File: config.mk
export PLATFORM = sky130hd
export DESIGN_NAME = wdog_timer
export DESIGN_NICKNAME = d
export VERILOG_FILES = /design/src/rtl/wdog_pkg.sv /design/src/rtl/wdog_tick_sel.sv /design/src/rtl/wdog_clr_ctrl.sv /design/src/rtl/wdog_counter.sv /design/src/rtl/wdog_timer.sv
export SDC_FILE = /design/constraint.sdc
export NUM_CORES = 1
export LEC_CHECK = 0
export BUFFER_PORTS_ARGS = -buffer_cell sky130_fd_sc_hd__buf_2
export CORE_ASPECT_RATIO = 0.9
export CORE_MARGIN = 2
export CORE_UTILIZATION = 48
export DETAILED_ROUTE_END_ITERATION = 7
export GPL_ROUTABILITY_DRIVEN = 0
export PLACE_DENSITY = 0.78
export RECOVER_POWER = 100
export SYNTH_ARGS = -nofsm -noshare
export SYNTH_HDL_FRONTEND = slang
export SYNTH_SLANG_ARGS = --single-unit
File: constraint.sdc
create_clock -name clk_i -period 2.1 [get_ports clk_i]
set_clock_uncertainty 0.05 [all_clocks]
set_input_delay 0.105 -clock clk_i [delete_from_list [all_inputs] [get_ports clk_i]]
set_output_delay 0.105 -clock clk_i [all_outputs]
set_load 0.005 [all_outputs]
File: src/rtl/wdog_pkg.sv
package wdog_pkg;
  typedef enum logic [1:0] {
    SRC_RC    = 2'd0,
    SRC_RTC   = 2'd1,
    SRC_INSTR = 2'd2,
    SRC_NONE  = 2'd3
  } wdog_src_e;
endpackage

File: src/rtl/wdog_tick_sel.sv
module wdog_tick_sel #(
  parameter int unsigned IDIV_W = 2
) (
  input  logic                 clk_i,
  input  logic                 rst_ni,
  input  wdog_pkg::wdog_src_e  src_i,
  input  logic                 rc_tick_i,
  input  logic                 rtc_tick_i,
  input  logic                 sys_tick_i,
  input  logic                 halt_i,
  output logic                 tick_o
);
  logic [IDIV_W-1:0] idiv_q;
  logic              instr_tick;

  always_ff @(posedge clk_i or negedge rst_ni) begin
    if (!rst_ni)         idiv_q <= '0;
    else if (sys_tick_i) idiv_q <= idiv_q + 1'b1;
  end

  assign instr_tick = sys_tick_i && (&idiv_q);

  always_comb begin
    unique case (src_i)
      wdog_pkg::SRC_RC:    tick_o = rc_tick_i;
      wdog_pkg::SRC_RTC:   tick_o = rtc_tick_i;
      wdog_pkg::SRC_INSTR: tick_o = instr_tick && !halt_i; // instr clock stops in halt
      default:             tick_o = 1'b0;
    endcase
  end
endmodule

File: src/rtl/wdog_clr_ctrl.sv
module wdog_clr_ctrl (
  input  logic clk_i,
  input  logic rst_ni,
  input  logic dual_i,
  input  logic clr_i,
  input  logic clr1_i,
  input  logic clr2_i,
  input  logic flush_i,
  output logic cmd_clr_o
);
  logic pend1_q, pend2_q;
  logic seen1, seen2;

  assign seen1     = pend1_q || clr1_i;
  assign seen2     = pend2_q || clr2_i;
  assign cmd_clr_o = dual_i ? (seen1 && seen2) : clr_i;

  always_ff @(posedge clk_i or negedge rst_ni) begin
    if (!rst_ni) begin
      pend1_q <= 1'b0;
      pend2_q <= 1'b0;
    end else if (cmd_clr_o || flush_i || !dual_i) begin
      pend1_q <= 1'b0;
      pend2_q <= 1'b0;
    end else begin
      pend1_q <= seen1;
      pend2_q <= seen2;
    end
  end
endmodule

File: src/rtl/wdog_counter.sv
module wdog_counter #(
  parameter int unsigned BASE_W = 8,
  parameter int unsigned PRE_W  = 7,
  parameter int unsigned SEL_W  = 3
) (
  input  logic             clk_i,
  input  logic             rst_ni,
  input  logic             clr_i,
  input  logic             tick_i,
  input  logic [SEL_W-1:0] sel_i,
  output logic             ovf_o
);
  localparam int unsigned NTAP = PRE_W + 1;

  logic [BASE_W-1:0] base_q;
  logic [PRE_W-1:0]  pre_q;
  logic [NTAP-1:0]   tap;
  logic              base_full;

  // tap[g]: low g prescaler bits all set
  for (genvar g = 0; g < NTAP; g++) begin : g_tap
    if (g == 0) begin : g_t0
      assign tap[g] = 1'b1;
    end else begin : g_tn
      assign tap[g] = &pre_q[g-1:0];
    end
  end

  assign base_full = &base_q;
  assign ovf_o     = tick_i && base_full && tap[sel_i] && !clr_i;

  always_ff @(posedge clk_i or negedge rst_ni) begin
    if (!rst_ni) begin
      base_q <= '0;
      pre_q  <= '0;
    end else if (clr_i) begin
      base_q <= '0;
      pre_q  <= '0;
    end else if (tick_i) begin
      base_q <= base_q + 1'b1;
      if (ovf_o)          pre_q <= '0;
      else if (base_full) pre_q <= pre_q + 1'b1;
    end
  end
endmodule

File: src/rtl/wdog_timer.sv
module wdog_timer #(
  parameter int unsigned BASE_W  = 8,
  parameter int unsigned PRE_W   = 7,
  parameter int unsigned SEL_W   = 3,
  parameter int unsigned REG_W   = 8,
  parameter logic [7:0]  CTL_RST = 8'h07
) (
  input  logic             clk_i,
  input  logic             rst_ni,
  input  logic [1:0]       src_sel_i,
  input  logic             rc_tick_i,
  input  logic             rtc_tick_i,
  input  logic             sys_tick_i,
  input  logic             dual_clr_i,
  input  logic             clr_i,
  input  logic             clr1_i,
  input  logic             clr2_i,
  input  logic             halt_i,
  input  logic             reg_wr_i,
  input  logic [REG_W-1:0] reg_wdata_i,
  output logic [REG_W-1:0] reg_rdata_o,
  output logic             to_flag_o,
  output logic             chip_rst_o,
  output logic             warm_rst_o
);
  logic [REG_W-1:0] ctl_q;
  logic halt_q, halt_entry;
  logic tick, cmd_clr, cnt_clr, ovf;
  logic chip_q, warm_q, to_q;

  always_ff @(posedge clk_i or negedge rst_ni) begin
    if (!rst_ni)       ctl_q <= REG_W'(CTL_RST);
    else if (reg_wr_i) ctl_q <= reg_wdata_i;
  end

  always_ff @(posedge clk_i or negedge rst_ni) begin
    if (!rst_ni) halt_q <= 1'b0;
    else         halt_q <= halt_i;
  end

  assign halt_entry = halt_i && !halt_q;
  assign cnt_clr    = cmd_clr || halt_entry;

  wdog_tick_sel #(.IDIV_W(2)) u_tick (
    .clk_i      (clk_i),
    .rst_ni     (rst_ni),
    .src_i      (wdog_pkg::wdog_src_e'(src_sel_i)),
    .rc_tick_i  (rc_tick_i),
    .rtc_tick_i (rtc_tick_i),
    .sys_tick_i (sys_tick_i),
    .halt_i     (halt_i),
    .tick_o     (tick)
  );

  wdog_clr_ctrl u_clr (
    .clk_i     (clk_i),
    .rst_ni    (rst_ni),
    .dual_i    (dual_clr_i),
    .clr_i     (clr_i),
    .clr1_i    (clr1_i),
    .clr2_i    (clr2_i),
    .flush_i   (halt_entry),
    .cmd_clr_o (cmd_clr)
  );

  wdog_counter #(.BASE_W(BASE_W), .PRE_W(PRE_W), .SEL_W(SEL_W)) u_cnt (
    .clk_i  (clk_i),
    .rst_ni (rst_ni),
    .clr_i  (cnt_clr),
    .tick_i (tick),
    .sel_i  (ctl_q[SEL_W-1:0]),
    .ovf_o  (ovf)
  );

  always_ff @(posedge clk_i or negedge rst_ni) begin
    if (!rst_ni) begin
      chip_q <= 1'b0;
      warm_q <= 1'b0;
      to_q   <= 1'b0;
    end else begin
      chip_q <= ovf && !halt_i;
      warm_q <= ovf && halt_i;
      if (cnt_clr)              to_q <= 1'b0;
      else if (ovf && !halt_i)  to_q <= 1'b1;
    end
  end

  assign reg_rdata_o = ctl_q;
  assign to_flag_o   = to_q;
  assign chip_rst_o  = chip_q;
  assign warm_rst_o  = warm_q;
endmodule

==> Yosys cells after proc, flatten, opt, wreduce, memory -nomap -nowiden <==
Cells that the tools add are included.
{ "word_totals": {"ff_bits": 31, "input_bits": 21, "out_inout_bits": 11, "elab_cells": 60} }
{ "classes": {"add_sub_neg": 3, "n_lt_le_gt_ge": 1, "eq_ne": 2, "muxes": 14, "n_reduce_logical": 30} }
{ "ops": {"columns": ["operator", "count"], "rows": [
  ["$mux 7", 4],
  ["$mux 8", 2],
  ["$logic_and 1x1->1", 9],
  ["$add 8x1->8 const B", 1],
  ["$reduce_and 8->1", 1],
  ["$add 7x1->7 const B", 1],
  ["$reduce_and 7->1", 1],
  ["$mux 1", 6],
  ["$reduce_and 2->1", 3],
  ["$reduce_and 6->1", 1],
  ["$reduce_and 5->1", 1],
  ["$logic_not 1->1", 4],
  ["$logic_or 1x1->1", 4],
  ["$lt 3x4->1 const B", 1],
  ["$reduce_and 4->1", 1],
  ["$reduce_bool 2->1", 2],
  ["$bmux 1 s3", 1],
  ["$pmux 1 s3", 1],
  ["$reduce_and 3->1", 1],
  ["$reduce_bool 3->1", 1],
  ["$add 2x1->2 const B", 1],
  ["$eq 2x1->1 const B", 1],
  ["$eq 2x2->1 const B", 1],
  ["$logic_not 2->1", 1]
]} }

==> Longest topological paths before layout <==
Gate-level depths: netlist (run 1).
{ "logic_depth": {"depth_word": 10, "depth_mapped": 9, "ltp_nobuf": 8} }

==> By module <==
A second synthesis (run 1) with hierarchy kept.
{ "unflattened": {"cells_unflattened": 141, "hier_area_um2": 1616.6} }
{ "modules_own_cells": {"columns": ["module", "n_inst", "cells_per_inst", "area_each_um2", "seq_area_each_um2"], "rows": [
  ["wdog_counter", 1, 93, 927.1, 375.4],
  ["wdog_timer", 1, 28, 484.2, 304.0],
  ["wdog_tick_sel", 1, 10, 111.4, 50.0],
  ["wdog_clr_ctrl", 1, 10, 93.8, 50.0]
]} }

==> Least setup slack after synthesis (run 1) <==
OpenSTA, ideal clock, no wires.
{ "synth_timing": {"kind": "register -> register", "from": "reg u_cnt.pre_q[0]", "to": "reg u_cnt.pre_q[3]", "setup_time_ns": 0.082, "arrival_ns": 1.899, "t_required_ns": 1.968, "setup_slack_ns": 0.069, "path_stages_with_launch": 10, "n_path_buf": 1, "synth_period_minus_slack_ns": 2.031, "cell_sequence": "dfrtp_1 > ha_1 > and3_1 > ha_1 > nand2_1 > a21oi_1 > o22ai_1 > clkbuf_1 > nand3_1 > a31oi_1"} }
{ "synth_between": {"elab_chain_cells": 8, "elab_cells_between_ends": 17, "classes_between": "add/sub: 1; mux: 6; reduce/logical: 10"} }
{ "synth_rtl": {"columns": ["element", "line", "text"], "rows": [
  ["start, declared", "wdog_counter.sv:16", "logic [PRE_W-1:0] pre_q;"],
  ["start signal, assigned", "wdog_counter.sv:42", "else if (base_full) pre_q <= pre_q + 1'b1;"],
  ["$reduce_and 7->1 (tied with other cells)", "wdog_counter.sv:25", "assign tap[g] = &pre_q[g-1:0];"],
  ["$bmux 1 s3", "wdog_counter.sv:30", "assign ovf_o = tick_i && base_full && tap[sel_i] && !clr_i;"],
  ["$mux 1 (implied by the code)", "wdog_counter.sv:30", null],
  ["$logic_and 1x1->1 (2 in series)", "wdog_counter.sv:30", null],
  ["$mux 7", "wdog_counter.sv:41", "if (ovf_o) pre_q <= '0;"],
  ["$mux 7", "wdog_counter.sv:39", "end else if (tick_i) begin"],
  ["$mux 7", "wdog_counter.sv:36", "end else if (clr_i) begin"]
]} }
Parallel ways exist; a longest one is shown, timed or not. The select of a mux whose other input is x is not followed.
A chain may end at the register's enable or synchronous reset.

==> Worst setup path after layout (run 1) <==
{ "layout_timing": {"from": "reg u_cnt.pre_q[1]", "to": "reg to_q, in the netlist to_flag_o"} }
{ "layout_between": {"elab_chain_cells": 7, "elab_cells_between_ends": 12, "classes_between": "mux: 2; reduce/logical: 10"} }
{ "layout_rtl": {"columns": ["element", "line", "text"], "rows": [
  ["$reduce_and 7->1 (tied with other cells)", "wdog_counter.sv:25", null],
  ["$bmux 1 s3 *", "wdog_counter.sv:30", null],
  ["$mux 1 (implied by the code) *", "wdog_counter.sv:30", null],
  ["$logic_and 1x1->1 * (2 in series)", "wdog_counter.sv:30", null],
  ["$logic_and 1x1->1 *", "wdog_timer.sv:84", "else if (ovf && !halt_i) to_q <= 1'b1;"],
  ["$reduce_bool 2->1 (no source line) *", null, null],
  ["end signal, assigned", "wdog_timer.sv:79", "to_q <= 1'b0;"],
  ["end signal, assigned", "wdog_timer.sv:83", "if (cnt_clr) to_q <= 1'b0;"],
  ["end signal, assigned", "wdog_timer.sv:84", null],
  ["end, declared", "wdog_timer.sv:29", "logic chip_q, warm_q, to_q;"]
]} }
Mark *: on every way between the ends. The rest lies on a longest branch, timed or not. The select of a mux whose other input is x is not followed.

==> results of run 1 <==
[worst reg2reg max path: cells and delay by family (launching register included)]
kind / cells / cell delay (ns)
flip-flops: 1 / 0.43
AO/OA/AOI/OAI: 3 / 0.39
buffers and inverters: 1 / 0.19
AND/OR/NAND/NOR: 3 / 0.59
adder cells (fa/ha/maj): 2 / 0.32
[power by group through the flow]
stage	registers [mW]	logic (mW)	clock network, mW
2_1_floorplan	0.682	0.0962	0
3_3_place_gp	0.683	0.158	0
3_5_place_dp	0.688	0.174	0
4_1_cts	0.676	0.192	0.413
5_1_grt	0.682	0.209	0.444
6_report	0.677	0.188	0.402
[flip-flops by register name (all words and copies together), names as in the netlist]
name           count
chip_rst_o         1
halt_q             1
reg_rdata_o        8
to_flag_o          1
u_clr.pend1_q      1
u_clr.pend2_q      1
u_cnt.base_q       8
u_cnt.pre_q        7
u_tick.idiv_q      2
warm_rst_o         1
[layout make-up]
cell class                      instances  share of cell area, %
Multi-Input combinational cell         99                   36.1
Timing Repair Buffer                   48                   15.9
Sequential cell                        31                   41.0
Inverter                                3                  0.592
Tap cell                               42                   2.76
Clock buffer                            8                   3.62
[per-stage QoR]
stage                     power, mW  worst slack, ns  instances  setup TNS, ns  instance area, sq um
after global placement        0.841            0.151        210              0                  1700
after CTS                      1.28           0.0417        231              0                  1890
after floorplan               0.779           0.0694        139              0                  1480
after global routing           1.34          -0.0118        231        -0.0118                  1900
final                          1.27           0.0700        231              0                  1900
after detailed placement      0.862          -0.0168        210        -0.0168                  1700
[cell families (layout without fill, tap and decap cells)]
logic type,Yosys count,after routing,synth area share [%]
buf+inv,9,59,2.36
compound gates,17,17,6.76
fa+ha+maj,5,5,4.22
simple gates,57,57,20.3
flops,31,31,52.6
xor+xnor,7,7,4.14
mux,13,13,9.63
[worst paths after layout]
path                               endpoint  cells after the start
max in group asynchronous    reg_rdata_o[6]                      2
min in group asynchronous        warm_rst_o                      2
hold / removal                u_clr.pend2_q                      3
hold reg to reg            u_tick.idiv_q[0]                      1
setup / recovery                  to_flag_o                      9
setup reg to reg                  to_flag_o                      9
[routing by layer]
metal,vias up,track usage [%],wire length (um)
li1,590,-,-
met1,622,21.7,1350
met2,53,35.3,1880
met3,8,7.82,161
met4,0,8.89,59
met5,-,0,0
[cell usage in the layout, fill, tap and decap left out, drive strengths merged, types with 5 or more instances in the layout]
master	n
buf	28
nand2	13
dfrtp	28
mux2	10
ha	5
dlygate4sd3	12
a21oi	8
nor2	11
nand3	11
clkbuf	16
[timing repair]
action | CTS | global route
setup buffers | 1 | 0
endpoints found under the hold margin | 42 | 0
gates cloned | 0 | 0
endpoints found under the setup margin | 1 | 1
hold buffers | 12 | 0
resized for setup | 1 | 3
==> run summary, run 1 <==
The flop and latch count out of synthesis is 31. In the final design database the tool counted 214 nets. Counting flops with an async set or reset pin after synthesis yields a share of 100%. The worst min-delay path category is primary input to flip-flop.

The floorplan has 19 rows. The clock passes through at most 2 buffers. Leading cell type by number of instances after synthesis: sky130_fd_sc_hd__dfrtp_1.

STA puts the critical path data arrival time at 2.25 ns. Final cycle utilization of the critical path: 96.7%. The synthesized net count is 165, and the chip width is 62.6 um. IR analysis of the VDD net gives a maximum drop of 0.000385 V. The tools report the number of global-route vias before repair as 1,309. On the critical path the largest part of the delay comes from simple AND/OR/NAND/NOR gates. In the routed layout, each cell is associated on average with a via count of 5.51. The maximum fanout encountered on the critical timing path came out at 13.

STA classifies the critical path startpoint as a flip-flop. After synthesis the cells add up to 1480 sq um. Relative to the synthesized area, the layout overhead comes to 28.4%. The routed layout has 1,273 vias.

The final wirelength is 3.46 mm. TritonCTS built the clock tree. Clock latency on the worst-skew pair, taken at its later pin, is 0.33 ns.

The register-to-register setup slack is 0.07 ns. Across all hold checks on the routed design, the worst slack comes to 0.0548 ns. For the count of antenna-violating nets left after detailed routing, the log shows 0. The logs give 0 for the global-route congestion overflow total and 5.49 mm for the first-pass GRT wire length. The share of total power dissipated in sequential elements is 53.4%. The clock slew at the register clock pins of the worst setup and hold paths came out at 0.10 ns.

The count of buffers inserted at the top-level ports is 31. The number of antenna violations at the first check in global routing is 0, and the number of endpoints failing setup at the final stage is 0. Tracing the worst setup path back leads to its startpoint at u_cnt.pre_q[1]. The count of synthesis-stage warnings from yosys is 0, and the highest achievable clock rate is 0.493 GHz.

Yosys mapped a number of flops with a built-in enable equal to 0. The run finished, with violations left. Fill cells in the final layout number 238. The number of DRC markers in iteration 0 is 69.

The time the worst path needs with I/O delays and setup came out at 2.03 ns. By instance count, the cell type seen most on the critical path is sky130_fd_sc_hd__a21oi_2. The repair_antennas step left the layout with diodes totalling 0. A synthesized cell averages 10.7 sq um. 32 I/O pins were placed.

For this run, the leading register cell type out of synthesis is sky130_fd_sc_hd__dfrtp_1. The run gives 3550 sq um as the full die area. The checks that failed: max-capacitance violations, max-slew violations. The max capacitance violation total was 1; the part of the power in combinational logic was 14.8%. Clock tree synthesis found a total of 31 sinks.

The H-tree was split into 2 levels. The reg-to-reg critical path startpoint was u_cnt.pre_q[1]. In the global route stage, overall resource usage came out at 20.2%. The share of total power dissipated in the clock network is 31.7%.

sky130_fd_sc_hd__dfrtp_1 takes more of the synthesized area than any other cell. The routed wirelength normalized by instance count was 15.0 um; the number of clock buffers inserted by TritonCTS was 5. The run gives 32 as the pin count of the biggest net entering global routing. The tools report the static leakage power as 0.834 nW. Slowest library cell on the worst path: sky130_fd_sc_hd__dfrtp_1. For this run, the slowest stage of the critical path takes 0.43 ns. Setup repair after global routing could not meet its margin everywhere.

For the required time reported for the critical path endpoint, the log shows 2.32 ns. For this run, the detailed router's first-pass iteration total came to 7. In this run, distinct cell masters in the synthesized netlist total 31.

For the pin with the worst max-slew slack, the measured transition is 1.68 ns. The signal on the critical path passes through ha_4, and3_1, ha_1, nand2_1, a21oi_2, o22ai_1, buf_4, or3_1, a21oi_2. Worst hold path startpoint: clr2_i.

Measured against its own limit, the worst slew margin works out to -11.9%. Measured along the y axis, the die boundary spans 56.7 um. Combined area of the multi-input logic cells: 687 sq um. Synthesis produced 139 cells.

Fraction of layout cells with a size suffix above 1: 27.5%. The tools report the number of hold violations in the final report as 0. The run gives 0.328 mW as the power dissipated by switching net loads. The number of slew-limit violations in the final report was 32; the power per cell area was 666 nW/um^2. Once the floorplan was initialized, standard cells occupied 49.5% of the core. Critical setup path kind: flip-flop to flip-flop.

Yosys attributes the largest share of cell area to sky130_fd_sc_hd__dfrtp_1, sky130_fd_sc_hd__mux2_2, sky130_fd_sc_hd__dfstp_2. Internal power comes to 0.940 mW. For this run, the share of the core covered by cells in the final layout is 63.5%.

In this run the clock root is driven by a sky130_fd_sc_hd__clkbuf_4. STA classifies the critical path endpoint as a flip-flop. The top-area cell type share of the netlist area came out at 47.3%. By count the netlist is led by sky130_fd_sc_hd__dfrtp_1, sky130_fd_sc_hd__nand2_1, sky130_fd_sc_hd__nand3_1, sky130_fd_sc_hd__nor2_1, sky130_fd_sc_hd__mux2_2.

The core region is 3000 sq um. Detailed placement finished with a half-perimeter wire length of 2.25 mm. For this run, the register share of the synthesized area comes to 52.6%.

Net switching is 25.8% of the power. The critical path buffer and inverter count is 1. The logs give 779 sq um for the total area of sequential cells and 0 for the number of design rule violations left after detail routing.
(Power assumes the default switching activity.)
==> run 2: changes to the inputs <==
BUFFER_PORTS_ARGS = unset   (was -buffer_cell sky130_fd_sc_hd__buf_2)
CORE_MARGIN = 4   (was 2)
CORE_UTILIZATION = 55   (was 48)
DONT_BUFFER_PORTS = 1   (was unset)
PLACE_DENSITY = 0.76   (was 0.78)
==> run summary, run 2 (synthesis results as in run 1) <==
The cell family with the largest share of critical-path delay is simple AND/OR/NAND/NOR gates. STA classifies the critical path startpoint as a flip-flop. The number of hold violations in the final report is 0 (unchanged). The tools report the highest achievable clock rate as 0.499 GHz (+1.2%). Arrival time reported for the critical path endpoint: 2.21 ns (-0.04 ns). The fraction of layout cells with a size suffix above 1 is 16.6% (-11 points), and the number of endpoints failing setup at the final stage is 0 (unchanged). The full die area was 3590 sq um (+1.2%). The chip width is 62.7 um (+0.23%), and the final wirelength is 3.15 mm (-8.7%). The post-DP HPWL was 2.05 mm (-8.8%).

For the count of placed standard cells including taps, the log shows 166 (-21%). The run finished, with violations left. The height of the die works out to 57.2 um (+0.93%). The signal on the critical path passes through ha_4, and3_1, ha_1, nand2_1, a21oi_1, o22ai_1, buf_4, or3_1, a21oi_1. The number of design rule violations left after detail routing is 0 (unchanged). The tightest min-delay check is of the primary input to flip-flop type. The time the worst path needs with I/O delays and setup is 2.01 ns (-0.0247 ns), and the peak supply drop is 0.000441 V (+14%). The total iterations of the first detailed-routing run is 5 (-2), and the clock power share is 36.3% (+4.6 points).

The delay of the slowest cell on the worst path was 0.42 ns (about the same). The worst setup path is captured at a flip-flop. For the first-pass GRT wire length, the log shows 5.58 mm (+1.5%). The H-tree depth came out at 2 (unchanged).

The final instance count without filler cells was 197 (-15%); the pin count of the biggest net entering global routing was 32 (unchanged). On the critical path, the stage with the largest delay is an instance of sky130_fd_sc_hd__dfrtp_1. TritonCTS built the clock tree.

The number of sinks handled by clock tree synthesis was 31 (unchanged); the maximum fanout encountered on the critical timing path was 13 (unchanged). The count of buffers inserted at the top-level ports is 0 (-100%), and the effective utilization at floorplan is 59.0% (+9.6 points). The tree is rooted in a sky130_fd_sc_hd__clkbuf_4. For the clock latency at the later pin of the worst-skew pair, the log shows 0.34 ns (about the same). The required time reported for the critical path endpoint was 2.31 ns (about the same); the area of the core was 2510 sq um (-16%). For the number of DRC markers in iteration 0, the log shows 28 (-59%). Leaving out fill and tap cells, the most frequent cells in the layout are sky130_fd_sc_hd__dfrtp_1, sky130_fd_sc_hd__dlygate4sd3_1, sky130_fd_sc_hd__nand2_1, sky130_fd_sc_hd__nor2_1, sky130_fd_sc_hd__nand3_1. By startpoint and endpoint, the worst setup path is classified as flip-flop to flip-flop. The number of slew-limit violations in the final report was 32 (unchanged); the routed wirelength normalized by instance count was 16.0 um (+7.0%). The tools report the buffer depth of the longest clock path as 2 (unchanged).

The overall track demand over capacity in global routing was 19.8% (-0.34 points). The post-detailed-route via-to-cell ratio was 5.81 (+5.4%). For the number of clock buffers inserted by TritonCTS, the log shows 5 (unchanged). The max capacitance violation total is 1 (unchanged). The number of antenna violations at the first check in global routing came out at 0 (unchanged). The slew at the pin with the worst max-slew slack is 1.57 ns (-0.105 ns). The part of the power in combinational logic was 13.6% (-1.2 points); the net total in the final layout was 194 (-9.3%). Fraction of power consumed by sequential logic: 50.1% (-3.3 points).

The internal power summed over all cells was 1.03 mW (+9.6%). Switching share of power: 24.5% (-1.3 points). The count of antenna-violating nets left after detailed routing came out at 0 (unchanged).

Among the stages of the critical path, the cell type that occurs most often is sky130_fd_sc_hd__a21oi_1. The number of global-route vias before repair is 1,211 (-7.5%). The final cycle utilization of the critical path works out to 95.5% (-1.2 points).

The clock slew at the register clock pins of the worst setup and hold paths is 0.10 ns (about the same). The power dissipated by switching net loads came out at 0.334 mW (+2.0%). Number of antenna cells inserted: 0 (unchanged).

The via count was 1,144 (-10%); the max-slew headroom at the worst pin was -4.92% (+7.0 points). The static leakage power came out at 0.798 nW (-4.3%). Setup repair after global routing could not meet its margin everywhere. Relative to the synthesized area, the layout overhead comes to 25.9%.

The final reports fail on max-capacitance violations, max-slew violations. The final core utilization was 74.3% (+11 points). The total number of placement rows was 17 (-2).

Most common cell after layout, fill and taps aside: sky130_fd_sc_hd__dfrtp_1. The run gives 32 (unchanged) as the number of top-level pins. The global-route congestion overflow total was 0 (unchanged). The power per cell area was 731 nW/um^2 (+9.7%). The critical path buffer and inverter count works out to 1 (unchanged).
-- run 2: worst paths after layout --
check	start	end	slack (ns)	cells past startpoint
worst max-delay path	u_cnt.pre_q[0]	to_flag_o	0.09	9
worst min-delay path	clr_i	u_clr.pend1_q	0.02	3
worst max register to register	u_cnt.pre_q[0]	to_flag_o	0.09	9
worst min register to register	u_tick.idiv_q[0]	u_tick.idiv_q[0]	0.47	1
max in group asynchronous	rst_ni	to_flag_o	0.44	2
min in group asynchronous	rst_ni	reg_rdata_o[6]	0.65	2
-- run 2: per-layer routing --
layer	GRT usage, %	up-vias	wire length [um]
li1	-	551	-
met1	23.1	548	1330
met2	34.8	36	1590
met3	5.31	9	170
met4	8.49	0	65
met5	0	-	0
-- run 2: cell type report --
cell class / count / area (sq um)
Multi-Input combinational cell: 99 / 692
Tap cell: 28 / 35.0
Sequential cell: 31 / 779
Clock inverter: 2 / 35.0
Fill cell: 164 / 644
Clock buffer: 6 / 51.3
Inverter: 3 / 11.3
Timing Repair Buffer: 28 / 262
-- run 2: worst min-delay path, delay by kind of cell --
family | cells | cell delay (ns)
AND/OR/NAND/NOR | 2 | 0.11
AO/OA/AOI/OAI | 1 | 0.16
-- run 2: through the flow --
step           instance area (sq um)  hold slack [ns]  power (mW)  setup slack [ns]  TNS (ns)
4_1_cts                         1860            0.139        1.36            0.0535         0
5_1_grt                         1870           0.0454        1.42           -0.0500   -0.0500
3_5_place_dp                    1530           -0.240       0.813            0.0844         0
6_report                        1870           0.0246        1.36            0.0947         0
2_1_floorplan                   1480           -0.241       0.779            0.0694         0
3_3_place_gp                    1530           -0.240       0.798             0.172         0
-- run 2: power groups by stage --
stage / registers [mW] / clock network [mW] / logic, mW
2_1_floorplan: 0.682 / 0 / 0.0962
3_3_place_gp: 0.689 / 0 / 0.109
3_5_place_dp: 0.694 / 0 / 0.120
4_1_cts: 0.684 / 0.496 / 0.183
5_1_grt: 0.691 / 0.526 / 0.208
6_report: 0.684 / 0.495 / 0.185
-- run 2: repair_timing --
item,4_1_cts,5_1_grt
resized for setup,0,4
setup endpoints to repair,0,9
hold buffers,23,0
setup buffers,0,0
hold endpoints to repair,47,0
==> run 3: changes to the inputs <==
CORE_UTILIZATION = 40   (was 55)
PLACE_DENSITY = 0.57   (was 0.76)
clock period = 2.3 ns   (was 2.1 ns; I/O delays follow)
==> run summary, run 3 (synthesis results as in run 1) <==
Final wirelength: 3.02 mm (-4.2%). The global-route congestion overflow total is 0 (unchanged), and the number of resized instances in the post-cts repair step is 0 (unchanged). The final instance count without filler cells was 210 (+6.6%). The total negative setup slack was 0 ns (unchanged); the fraction of layout cells with a size suffix above 1 was 13.3% (-3.3 points).

The layer flagged by global routing as most heavily used is met2. The peak supply drop was 0.000396 V (-10%). The worst setup path is captured at a flip-flop.

STA classifies the critical path startpoint as a flip-flop. The post-DP HPWL was 2.05 mm (-0.38%). The logic depth of the worst register-to-register path was 9 (unchanged); the number of slew-limit violations in the final report was 0 (-100%).

The logs give 0 (unchanged) for the number of antenna violations at the first check in global routing and 53.3% (-21 points) for the final core utilization. The required time reported for the critical path endpoint came out at 2.45 ns (+0.14 ns). The min-delay analysis places its worst path in the category primary input to flip-flop. For the sum of internal, switching and leakage power, the log shows 1.25 mW (-8.3%). Buffer depth of the longest clock path: 2 (unchanged). The run gives 0 (-1) as the max capacitance violation total. Post-detailed-route via-to-cell ratio: 5.25 (-9.6%). The total number of placement rows was 20 (+3).

The number of hold violations in the final report is 0 (unchanged), and the instance area at placement is 1540 sq um (+0.82%). TritonCTS built the clock tree. The number of top-level pins is 32 (unchanged).

The tools report the number of sinks handled by clock tree synthesis as 31 (unchanged). Critical setup path kind: flip-flop to flip-flop. The clock latency at the later pin of the worst-skew pair was 0.27 ns (-0.07 ns); the highest achievable clock rate was 0.483 GHz (-3.2%). The number of global-route vias before repair was 1,178 (-2.7%); the final cycle utilization of the critical path was 90.1% (-5.4 points). Maximum fanout encountered on the critical timing path: 13 (unchanged). The startpoint identified for the worst hold timing path is clr2_i. The slew at the pin with the worst max-slew slack works out to 1.35 ns (-0.221 ns). Number of endpoints failing setup at the final stage: 0 (unchanged). The number of DRC markers in iteration 0 is 69 (+150%). The capture instance of the worst register-to-register path is to_flag_o. The worst-case hold slack is 0.0240 ns (-0.000627 ns), and the growth of design area from synthesis to finish is 25.3%. The logs give 13.9% (-6.0 points) for the overall track demand over capacity in global routing and 2.22 ns (about the same) for the arrival time reported for the critical path endpoint. The run gives 4 (-1) as the total iterations of the first detailed-routing run. The flow ran to the end, and the final reports show no timing, DRC or antenna violations. The logs give 3.82% (-1.5 points) for the met3 routing resource usage after global routing and 32 (unchanged) for the pin count of the biggest net entering global routing. Time the worst path needs with I/O delays and setup: 2.07 ns (+0.0666 ns).

The count of buffers inserted at the top-level ports was 0 (unchanged); the count of antenna-violating nets left after detailed routing was 0 (unchanged). The worst register-to-register path begins at u_cnt.pre_q[0]. Number of buffers inserted by post-CTS setup repair: 0 (unchanged). The tools report the placement-stage worst setup slack as 0.254 ns (+0.169 ns).

Setup repair after global routing left no endpoint under its margin. The path with the worst hold slack has its endpoint at u_clr.pend2_q. The met2 track demand over resource in global routing came out at 24.0% (-11 points). The library cells used most frequently in the layout, excluding fill and tap cells, are sky130_fd_sc_hd__dfrtp_1, sky130_fd_sc_hd__dlygate4sd3_1, sky130_fd_sc_hd__nand2_1, sky130_fd_sc_hd__nor2_1, sky130_fd_sc_hd__nand3_1. The tools report the number of buffers added to fix hold violations after cts as 21 (-8.7%).

For the static leakage power, the log shows 0.782 nW (-2.0%). The register-to-register setup slack was 0.23 ns (+0.13 ns); the H-tree depth was 2 (unchanged). The area of the core is 3480 sq um (+39%), and the full die area is 4740 sq um (+32%). The clock slew at the register clock pins of the worst setup and hold paths is 0.07 ns (-0.03 ns). The root buffer cell chosen for the clock tree is sky130_fd_sc_hd__clkbuf_8. The height of the die works out to 65.7 um (+15%). The number of design rule violations left after detail routing is 0 (unchanged), and the effective utilization at floorplan is 42.6% (-16 points). The number of antenna cells inserted came out at 0 (unchanged).

The chip width was 72.2 um (+15%); the final worst-path setup slack was 0.228 ns (+0.133 ns). The cell area after layout was 1860 sq um (-0.54%); the power per cell area was 674 nW/um^2 (-7.8%). The library cell used most frequently in the layout, excluding fill and tap cells, is sky130_fd_sc_hd__dfrtp_1.

The met1 global-route usage came out at 16.3% (-6.8 points). The tools report the number of clock buffers inserted by TritonCTS as 5 (unchanged). The cell depth of the worst min-delay path works out to 2 (-1). The routed wirelength normalized by instance count was 14.4 um (-10%); the via count was 1,103 (-3.6%). The logs give 5.18 mm (-7.2%) for the first-pass GRT wire length and 191 (-1.5%) for the net total in the final layout.

The logs give 9.79% (+15 points) for the max-slew headroom at the worst pin and 181 (+9.0%) for the count of placed standard cells including taps.
[run 3: cell types whose count changed in the layout (fill, tap and decap cells not counted), sizes merged]
| cell | previous run | this run |
|---|---|---|
| dlymetal6s4s | 0 | 1 |
| dlygate4sd3 | 22 | 20 |
| bufinv | 1 | 0 |
| clkinv | 1 | 0 |
| clkbuf | 7 | 8 |
| clkinvlp | 0 | 1 |
| buf | 5 | 3 |
[run 3: layout make-up]
type                            count  area, sq um
Fill cell                         317         1620
Sequential cell                    31          779
Multi-Input combinational cell     99          667
Timing Repair Buffer               25          239
Clock buffer                        7         96.3
Tap cell                           44         55.1
Inverter                            3         11.3
Clock inverter                      1         7.51
[run 3: worst max path at each step]
stage | startpoint | end | slack [ns] | depth (start not counted)
floorplan | u_cnt.pre_q[0] | u_cnt.pre_q[3] | 0.27 | 9
global placement | u_cnt.pre_q[0] | to_flag_o | 0.32 | 9
global route | u_cnt.pre_q[0] | to_flag_o | 0.09 | 9
detailed placement | u_cnt.pre_q[0] | to_flag_o | 0.25 | 9
finish | u_cnt.pre_q[0] | to_flag_o | 0.23 | 9
CTS | u_cnt.pre_q[0] | to_flag_o | 0.23 | 9
[run 3: where the power goes]
part	internal (mW)	total (mW)	switching, mW
logic	0.0888	0.155	0.0665
clock network	0.272	0.477	0.205
registers	0.587	0.618	0.0309
[run 3: metal layers]
metal	up-vias	routed length (um)
met5	-	0
met4	0	29
met1	537	1340
li1	547	-
met3	4	99
met2	15	1550
[run 3: worst max-delay path, stage by stage, from the launching register on]
cell                      delay (ns)
sky130_fd_sc_hd__dfrtp_1        0.40
sky130_fd_sc_hd__ha_1           0.26
sky130_fd_sc_hd__and3_1         0.18
sky130_fd_sc_hd__ha_1           0.14
sky130_fd_sc_hd__nand2_1        0.05
sky130_fd_sc_hd__a21oi_1        0.15
sky130_fd_sc_hd__o22ai_1        0.10
sky130_fd_sc_hd__buf_4          0.19
sky130_fd_sc_hd__or3_1          0.34
sky130_fd_sc_hd__a21oi_1        0.14
